[src/rtl/thr_ctl_pkg.sv]
package thr_ctl_pkg;
    localparam int ADDR_W = 6;
    localparam int DATA_W = 32;
    localparam int STRB_W = DATA_W / 8;
    localparam int IDX_W  = ADDR_W - 2;
    localparam int EV_N   = 2;
    localparam int EV_DONE  = 0;
    localparam int EV_READY = 1;

    typedef enum logic [IDX_W-1:0] {
        RG_CTRL = 4'h0,
        RG_GIE  = 4'h1,
        RG_IER  = 4'h2,
        RG_ISR  = 4'h3,
        RG_THR  = 4'h4,
        RG_MAX  = 4'h6,
        RG_ROWS = 4'h8,
        RG_COLS = 4'hA
    } reg_idx_e;

    typedef struct packed {
        logic ready;
        logic idle;
        logic done;
        logic start;
    } ctrl_view_t;

    function automatic logic [DATA_W-1:0] strb_merge(
        input logic [DATA_W-1:0] old_v,
        input logic [DATA_W-1:0] new_v,
        input logic [STRB_W-1:0] strb
    );
        logic [DATA_W-1:0] r;
        r = old_v;
        for (int b = 0; b < STRB_W; b++)
            if (strb[b]) r[b*8 +: 8] = new_v[b*8 +: 8];
        return r;
    endfunction
endpackage

[src/rtl/thr_hs_ctl.sv]
module thr_hs_ctl
    import thr_ctl_pkg::*;
(
    input  logic       clk,
    input  logic       rst,
    input  logic       start_wr,
    input  logic       ctrl_rd,
    input  logic       krn_ready,
    input  logic       krn_done,
    output ctrl_view_t view,
    output logic       krn_start
);
    ctrl_view_t st_q;

    always_ff @(posedge clk) begin
        if (rst) begin
            st_q <= '{ready: 1'b0, idle: 1'b1, done: 1'b0, start: 1'b0};
        end else begin
            st_q.start <= start_wr | (st_q.start & ~krn_ready);
            if (krn_done)
                st_q.idle <= 1'b1;
            else if (st_q.start && krn_ready)
                st_q.idle <= 1'b0;
            st_q.done  <= krn_done  | (st_q.done  & ~ctrl_rd);
            st_q.ready <= krn_ready | (st_q.ready & ~ctrl_rd);
        end
    end

    assign view      = st_q;
    assign krn_start = st_q.start;


    start_drop_chk: assert property (@(posedge clk) disable iff (rst)
        (krn_start && krn_ready && !start_wr) |=> !krn_start);

    idle_on_done_chk: assert property (@(posedge clk) disable iff (rst)
        krn_done |=> view.idle);
endmodule

[src/rtl/thr_irq_unit.sv]
module thr_irq_unit
    import thr_ctl_pkg::*;
(
    input  logic            clk,
    input  logic            rst,
    input  logic            gie_we,
    input  logic            ier_we,
    input  logic            isr_we,
    input  logic [EV_N-1:0] wbits,
    input  logic [EV_N-1:0] ev,
    output logic            gie,
    output logic [EV_N-1:0] ier,
    output logic [EV_N-1:0] isr,
    output logic            irq
);
    logic [EV_N-1:0] flip;

    always_comb flip = isr_we ? wbits : '0;

    always_ff @(posedge clk) begin
        if (rst) begin
            gie <= 1'b0;
            ier <= '0;
            isr <= '0;
        end else begin
            if (gie_we) gie <= wbits[0];
            if (ier_we) ier <= wbits;
            isr <= (isr ^ flip) | ev;
        end
    end

    assign irq = gie & |(isr & ier);


    ev_latch_chk: assert property (@(posedge clk) disable iff (rst)
        ev[EV_READY] |=> isr[EV_READY]);

    done_irq_chk: assert property (@(posedge clk) disable iff (rst)
        (ev[EV_DONE] && ier[EV_DONE] && gie && !gie_we && !ier_we) |=> irq);
endmodule

[src/rtl/thr_ctl_regs.sv]
module thr_ctl_regs
    import thr_ctl_pkg::*;
#(
    parameter int PAR_W = 8,
    parameter int DIM_W = 32
) (
    input  logic              clk,
    input  logic              rst,
    input  logic [ADDR_W-1:0] s_awaddr,
    input  logic              s_awvalid,
    output logic              s_awready,
    input  logic [DATA_W-1:0] s_wdata,
    input  logic [STRB_W-1:0] s_wstrb,
    input  logic              s_wvalid,
    output logic              s_wready,
    output logic [1:0]        s_bresp,
    output logic              s_bvalid,
    input  logic              s_bready,
    input  logic [ADDR_W-1:0] s_araddr,
    input  logic              s_arvalid,
    output logic              s_arready,
    output logic [DATA_W-1:0] s_rdata,
    output logic [1:0]        s_rresp,
    output logic              s_rvalid,
    input  logic              s_rready,
    output logic              krn_start,
    input  logic              krn_ready,
    input  logic              krn_done,
    output logic [PAR_W-1:0]  krn_thresh,
    output logic [PAR_W-1:0]  krn_maxval,
    output logic [DIM_W-1:0]  krn_rows,
    output logic [DIM_W-1:0]  krn_cols,
    output logic              irq
);
    logic [IDX_W-1:0] widx, ridx;
    logic wr_go, rd_go, lane0;
    logic unused_lo;
    logic [PAR_W-1:0] thr_q, max_q;
    logic [DIM_W-1:0] rows_q, cols_q;
    logic [DATA_W-1:0] rd_mux;
    ctrl_view_t view;
    logic gie;
    logic [EV_N-1:0] ier, isr;

    assign unused_lo = ^{s_awaddr[1:0], s_araddr[1:0]};
    assign widx  = s_awaddr[ADDR_W-1:2];
    assign ridx  = s_araddr[ADDR_W-1:2];
    assign wr_go = s_awvalid & s_wvalid & ~s_bvalid;
    assign rd_go = s_arvalid & ~s_rvalid;
    assign lane0 = wr_go & s_wstrb[0];

    assign s_awready = wr_go;
    assign s_wready  = wr_go;
    assign s_arready = rd_go;
    assign s_bresp   = 2'b00;
    assign s_rresp   = 2'b00;

    always_ff @(posedge clk) begin
        if (rst) begin
            s_bvalid <= 1'b0;
            s_rvalid <= 1'b0;
            s_rdata  <= '0;
        end else begin
            if (wr_go)         s_bvalid <= 1'b1;
            else if (s_bready) s_bvalid <= 1'b0;
            if (rd_go) begin
                s_rvalid <= 1'b1;
                s_rdata  <= rd_mux;
            end else if (s_rready) begin
                s_rvalid <= 1'b0;
            end
        end
    end

    always_ff @(posedge clk) begin
        if (rst) begin
            thr_q  <= '0;
            max_q  <= '0;
            rows_q <= '0;
            cols_q <= '0;
        end else if (wr_go) begin
            if (lane0 && widx == RG_THR) thr_q <= s_wdata[PAR_W-1:0];
            if (lane0 && widx == RG_MAX) max_q <= s_wdata[PAR_W-1:0];
            if (widx == RG_ROWS) rows_q <= strb_merge(rows_q, s_wdata, s_wstrb);
            if (widx == RG_COLS) cols_q <= strb_merge(cols_q, s_wdata, s_wstrb);
        end
    end

    always_comb begin
        rd_mux = '0;
        case (ridx)
            RG_CTRL: rd_mux[3:0]       = view;
            RG_GIE:  rd_mux[0]         = gie;
            RG_IER:  rd_mux[EV_N-1:0]  = ier;
            RG_ISR:  rd_mux[EV_N-1:0]  = isr;
            RG_THR:  rd_mux[PAR_W-1:0] = thr_q;
            RG_MAX:  rd_mux[PAR_W-1:0] = max_q;
            RG_ROWS: rd_mux            = rows_q;
            RG_COLS: rd_mux            = cols_q;
            default: rd_mux            = '0;
        endcase
    end

    thr_hs_ctl u_hs (
        .clk       (clk),
        .rst       (rst),
        .start_wr  (lane0 && widx == RG_CTRL && s_wdata[0]),
        .ctrl_rd   (rd_go && ridx == RG_CTRL),
        .krn_ready (krn_ready),
        .krn_done  (krn_done),
        .view      (view),
        .krn_start (krn_start)
    );

    thr_irq_unit u_irq (
        .clk    (clk),
        .rst    (rst),
        .gie_we (lane0 && widx == RG_GIE),
        .ier_we (lane0 && widx == RG_IER),
        .isr_we (lane0 && widx == RG_ISR),
        .wbits  (s_wdata[EV_N-1:0]),
        .ev     ({krn_ready, krn_done}),
        .gie    (gie),
        .ier    (ier),
        .isr    (isr),
        .irq    (irq)
    );

    assign krn_thresh = thr_q;
    assign krn_maxval = max_q;
    assign krn_rows   = rows_q;
    assign krn_cols   = cols_q;


    bresp_hold_chk: assert property (@(posedge clk) disable iff (rst)
        (s_bvalid && !s_bready) |=> s_bvalid);

    rdata_hold_chk: assert property (@(posedge clk) disable iff (rst)
        (s_rvalid && !s_rready) |=> (s_rvalid && $stable(s_rdata)));
endmodule

[config.mk]
export PLATFORM = sky130hd
export DESIGN_NAME = thr_ctl_regs
export DESIGN_NICKNAME = d
export VERILOG_FILES = /design/src/rtl/thr_ctl_pkg.sv /design/src/rtl/thr_hs_ctl.sv /design/src/rtl/thr_irq_unit.sv /design/src/rtl/thr_ctl_regs.sv
export SDC_FILE = /design/constraint.sdc
export NUM_CORES = 1
export LEC_CHECK = 0
export BUFFER_PORTS_ARGS = -buffer_cell sky130_fd_sc_hd__buf_2
export CORE_ASPECT_RATIO = 0.9
export CORE_MARGIN = 10
export CORE_UTILIZATION = 45
export DETAILED_ROUTE_END_ITERATION = 8
export GPL_TIMING_DRIVEN = 0
export HOLD_SLACK_MARGIN = 0.1
export PLACE_DENSITY = 0.76
export SLEW_MARGIN = 20
export SYNTH_ARGS = -nofsm -noshare
export SYNTH_HDL_FRONTEND = slang
export SYNTH_SLANG_ARGS = --single-unit
[constraint.sdc]
create_clock -name clk -period 3.5 [get_ports clk]
set_input_delay 0.525 -clock clk [delete_from_list [all_inputs] [get_ports clk]]
set_output_delay 0.525 -clock clk [all_outputs]
set_load 0.02 [all_outputs]
== Yosys cells after proc, flatten, opt, wreduce, memory -nomap -nowiden ==
Cells that the tools add are included.

* Bits in registers: 123
* Logic and storage cells: 87
* Bits in read-only memories: 0
* Latch bits: 0
* RAM bits: 0
* Memories: 0

* Muxes and demuxes: 10
* Bitwise operators: 18
* Add/sub/neg operators: 0
* Reduce and logical (&&, ||, !) cells: 25
* $lt $le $gt $ge: 0
* Divide/modulo/power cells: 0
* Equal/unequal tests: 14
* Shift operators: 0
* Multiply operators: 0

{| class="wikitable"
|+ Operator list
! operator !! number
|-
| $pmux 24 s2 || 1
|-
| $reduce_and 3->1 || 8
|-
| $eq 4x2->1 const B || 4
|-
| $eq 4x3->1 const B || 4
|-
| $eq 4x4->1 const B || 4
|-
| $pmux 4 s4 || 1
|-
| $pmux 2 s5 || 1
|-
| $logic_and 1x1->1 || 9
|-
| $and 1x1->1 || 8
|-
| $eq 4x1->1 const B || 2
|-
| $logic_not 4->1 || 2
|-
| $pmux 1 s8 || 1
|-
| $pmux 1 s7 || 1
|-
| $mux 1 || 4
|-
| $not 1->1 || 4
|-
| $reduce_and 2->1 || 2
|-
| $reduce_bool 2->1 || 2
|-
| $reduce_or 2->1 || 2
|-
| $or 1x1->1 || 3
|-
| $and 2x2->2 || 1
|-
| $mux 2 || 1
|-
| $or 2x2->2 || 1
|-
| $xor 2x2->2 || 1
|}

== Longest topological paths before layout ==
* Word-level depth: 7
* Gate-level depth with buffers: 6
* Gate-level depth less buffers: 5

== Hierarchy ==
A second synthesis with hierarchy kept.

* Cells, all modules: 528
* Area total of the unflattened synthesis: 5071.1 um2

{| class="wikitable"
|+ Modules (own cells, without submodules)
! module !! instances !! cells each !! sequential area each (um2) !! area an instance (um2)
|-
| thr_ctl_regs || 1 || 493 || 2282.2 || 4705.8
|-
| thr_irq_unit || 1 || 19 || 100.1 || 220.2
|-
| thr_hs_ctl || 1 || 16 || 80.1 || 145.1
|}

== Least setup slack after synthesis ==
OpenSTA, ideal clock, no wires.

* Kind: input-to-output
* Start point: in s_arvalid
* End point: out s_arready
* Arrival: 1.132 ns
* Data required time: 2.975 ns
* Slack: 1.843 ns
* Path buffers: 1
* Stages on the path: 3
* Path through: nand2b_1 -> inv_1 -> clkbuf_1

* Cells in the longest elaborated chain, start to end: 1

{| class="wikitable"
|+ Ends and longest elaborated chain
! element !! line !! text
|-
| start: declaration || thr_ctl_regs.sv:20 || <nowiki>input logic s_arvalid,</nowiki>
|-
| $and 1x1->1 || thr_ctl_regs.sv:49 || <nowiki>assign rd_go = s_arvalid & ~s_rvalid;</nowiki>
|-
| end: declaration || thr_ctl_regs.sv:21 || <nowiki>output logic s_arready,</nowiki>
|}

Every way passes these cells.

== Final worst setup path ==
* Start point: reg s_rvalid
* End point: out s_arready

* Cells in the longest elaborated chain, start to end: 2

{| class="wikitable"
|+ Ends and longest elaborated chain
! element !! line !! text
|-
| start: declaration || thr_ctl_regs.sv:24 || <nowiki>output logic s_rvalid,</nowiki>
|-
| start signal: assignment || thr_ctl_regs.sv:61 || <nowiki>s_rvalid <= 1'b0;</nowiki>
|-
| start signal: assignment || thr_ctl_regs.sv:67 || <nowiki>s_rvalid <= 1'b1;</nowiki>
|-
| start signal: assignment || thr_ctl_regs.sv:70 || <nowiki>s_rvalid <= 1'b0;</nowiki>
|-
| $not 1->1 || thr_ctl_regs.sv:49 ||
|-
| $and 1x1->1 || thr_ctl_regs.sv:49 ||
|}

Every way passes these cells.

==> impl_results.md <==
- Post-synth EDFFs: 0
- Actual slew at the worst max-slew pin: 674.8 ps
- Hold Startpoint: krn_done
- Synthesized area: 5111 µm²
- Via count: 4798
- Total of max-cap violations: 0
- Final wirelength: 17190 µm
- CTS Buf Count: 17
- Worst-path cell chain: nand2b_1, inv_1, clkbuf_1, buf_2
- Residual DRC: 0
- Vias in the first global route: 4880
- Fin worst setup slack: 1120 ps
- Max FO, Critical Path: 10
- Final ANT Viol Nets: 0
- Place WS: 1366 ps
- Synth area leader: dfxtp_1
- Worst path bufs/invs: 3
- Class of the most critical setup path: reg -> out
- CTS tree: yes
- Critical path origin: s_rvalid
- Fin crit share: 68.01%
- Worst r2r src: s_rvalid
- Final min period: 2380 ps
- RSZ-0062 raised after global routing: false
- WP data required: 2970 ps
- Clock buffer depth: 2
- Mean Syn Cell Area: 9.536 µm²
- Synth top area share: 48.18%
- Biggest cell delay along the critical path: 450 ps
- ANT cells: 0
- Count of final setup violators: 0
- Synthesis-to-layout area growth: 30.26%
- Fillers: 979
- H-tree levels: 4
- Initial Utilization: 46.70%
- I/O Buffers: 170
- Status: finished clean
- Critical path's slowest cell: clkbuf_1
- Worst setup SP type: flop
- Row count: 36
- Later-pin clock latency in the skew report: 410 ps
- Layout cells sized above 1: 31.11%
- Synth area leaders: dfxtp_1 48%, mux2i_1 16%, nor2_1 8.4%
- IO Pins: 180
- Worst path top cell family by delay: buffers and inverters
- Global-route wire length before repair: 26670 µm
- Leakage: 3.118 nW
- Total core area: 10950 µm²
- Drt via density: 5.403
- Wire length per cell: 19.36 µm
- Post-synth ARST share: 0%
- Post-CTS Setup Inserts: 0
- Total die area: 16030 µm²
- Ys Warns: 0
- Worst setup EP type: output pin
- #FFs+latches synth: 123
- Chip width: 132.3 µm
- All-Layer GR Usage: 20.74%
- Main flop type after synthesis: dfxtp_1
- Clock sinks: 123
- Initial DRC Count: 470
- Die height: 121.1 µm
- Post-synthesis sequential area ratio: 48.18%
- Core Util, Final: 60.83%
- Layout Nets: 785
- Max VDD drop: 0.0002834 V
- Setup TNS: 0 ps
- Post-synthesis cell count: 536
- Clock transition at path regs: 50 ps
- CP Data Arrival Time: 1860 ps
- Initial antenna violation count: 0
- Global route overflow: 0
- Fmax: 420.1 MHz
- CTS root buf: clkbuf_16
- GPL Wtd Cong: 0.9081
- Final Hold Vio Count: 0
- HPWL Detailed: 12780 µm
- # hold bufs at CTS: 0
- Pwr/cell area: 486.7 nW/µm²
- Synth cell types: 50
- Slew Viols, Final: 0
- Slew HR: 54.54%
- Largest net degree at the start of global routing: 17
- First-pass DRT Iterations: 6
- Clock Skew: 13.67 ps
- Worst min path class: in -> reg
- Post-cts resize count: 0
[metrics by stage]
stage               power (W)  instance area [µm²]  hold WS [ps]  instances
detailed placement   0.001764                 6163         445.6        861
floorplan            0.001642                 5122         426.9        539
CTS                  0.003256                 6658         339.3        888
finish               0.003240                 6658         353.5        888
global placement     0.001758                 6163         439.7        861
global route         0.003361                 6658         351.9        888
[power breakdown]
| part | total [W] | internal, W | switching [W] |
|---|---|---|---|
| clock network | 0.00150 | 0.000946 | 0.000553 |
| logic | 0.000290 | 0.000101 | 0.000189 |
| registers | 0.00145 | 0.00143 | 0.0000185 |
| total | 0.00324 | 0.00248 | 0.000761 |
[final cells by class]
cell class,instances,area [µm²],area share [%]
plain buffers,47,286.5,4.304
clock buffers,22,444.2,6.672
clock inverters,5,50.05,0.7517
inverters,4,15.01,0.2255
multi-input cells,365,2359,35.43
flip-flops and latches,123,2462,36.99
well taps,152,190.2,2.857
repair buffers,170,850.8,12.78
[synthesized netlist by cell type (all sizes together) (3+ instances only)]
master / number
dfxtp: 123
nand4b: 3
nor2b: 5
a221oi: 29
inv: 4
nor2: 114
clkbuf: 19
nand2: 16
buf: 28
and3: 6
nor3: 27
a21oi: 18
o21ai: 7
a31oi: 3
nand3: 14
mux2i: 81
[registers in the layout, summed over array words and instances, names as in the netlist]
signal,cells
s_rvalid,1
u_hs.krn_start,1
krn_cols,32
u_irq.ier,2
u_hs.view,3
u_irq.isr,2
krn_rows,32
krn_maxval,8
u_irq.gie,1
s_rdata,32
krn_thresh,8
s_bvalid,1
[metal layers]
layer / global-route usage [%] / wire [µm] / vias up
li1: - / - / 2283
met1: 26.32 / 7350 / 2271
met2: 32.91 / 8236 / 218
met3: 6.209 / 1338 / 26
met4: 7.280 / 268 / 0
met5: 0 / 0 / -
[path summary, 6_finish.rpt]
path	depth (start not counted)	slack, ps	endpoint
hold / removal	2	350	u_hs.view[2]
hold reg to reg	2	450	s_rdata[5]
setup / recovery	4	1120	s_arready
setup reg to reg	5	1790	s_rdata[4]
[worst reg2reg max path, stage by stage, from the launching register on]
cell and delay, ps:
dfxtp_1 370, nand2b_1 190, clkbuf_1 490, nor3_1 100, o21ai_0 290, o21ai_1 140
[cell usage in the layout, fill, tap and decap left out, drive strengths merged, types with 7 or more instances in the layout]
cell type | Yosys | routed
a21oi | 18 | 18
a221oi | 29 | 29
buf | 28 | 198
clkbuf | 19 | 41
dfxtp | 123 | 123
mux2i | 81 | 81
nand2 | 16 | 16
nand3 | 14 | 14
nor2 | 114 | 114
nor3 | 27 | 27
o21ai | 7 | 7
[cell families after synthesis]
logic type | synth area share (%)
AND/OR/NAND/NOR | 18.95
flip-flops | 48.18
multiplexers | 16.30
AO/OA/AOI/OAI | 10.26
buffers and inverters | 5.899
XOR/XNOR | 0.3428
other | 0.07337
(Power assumes the default switching activity.)
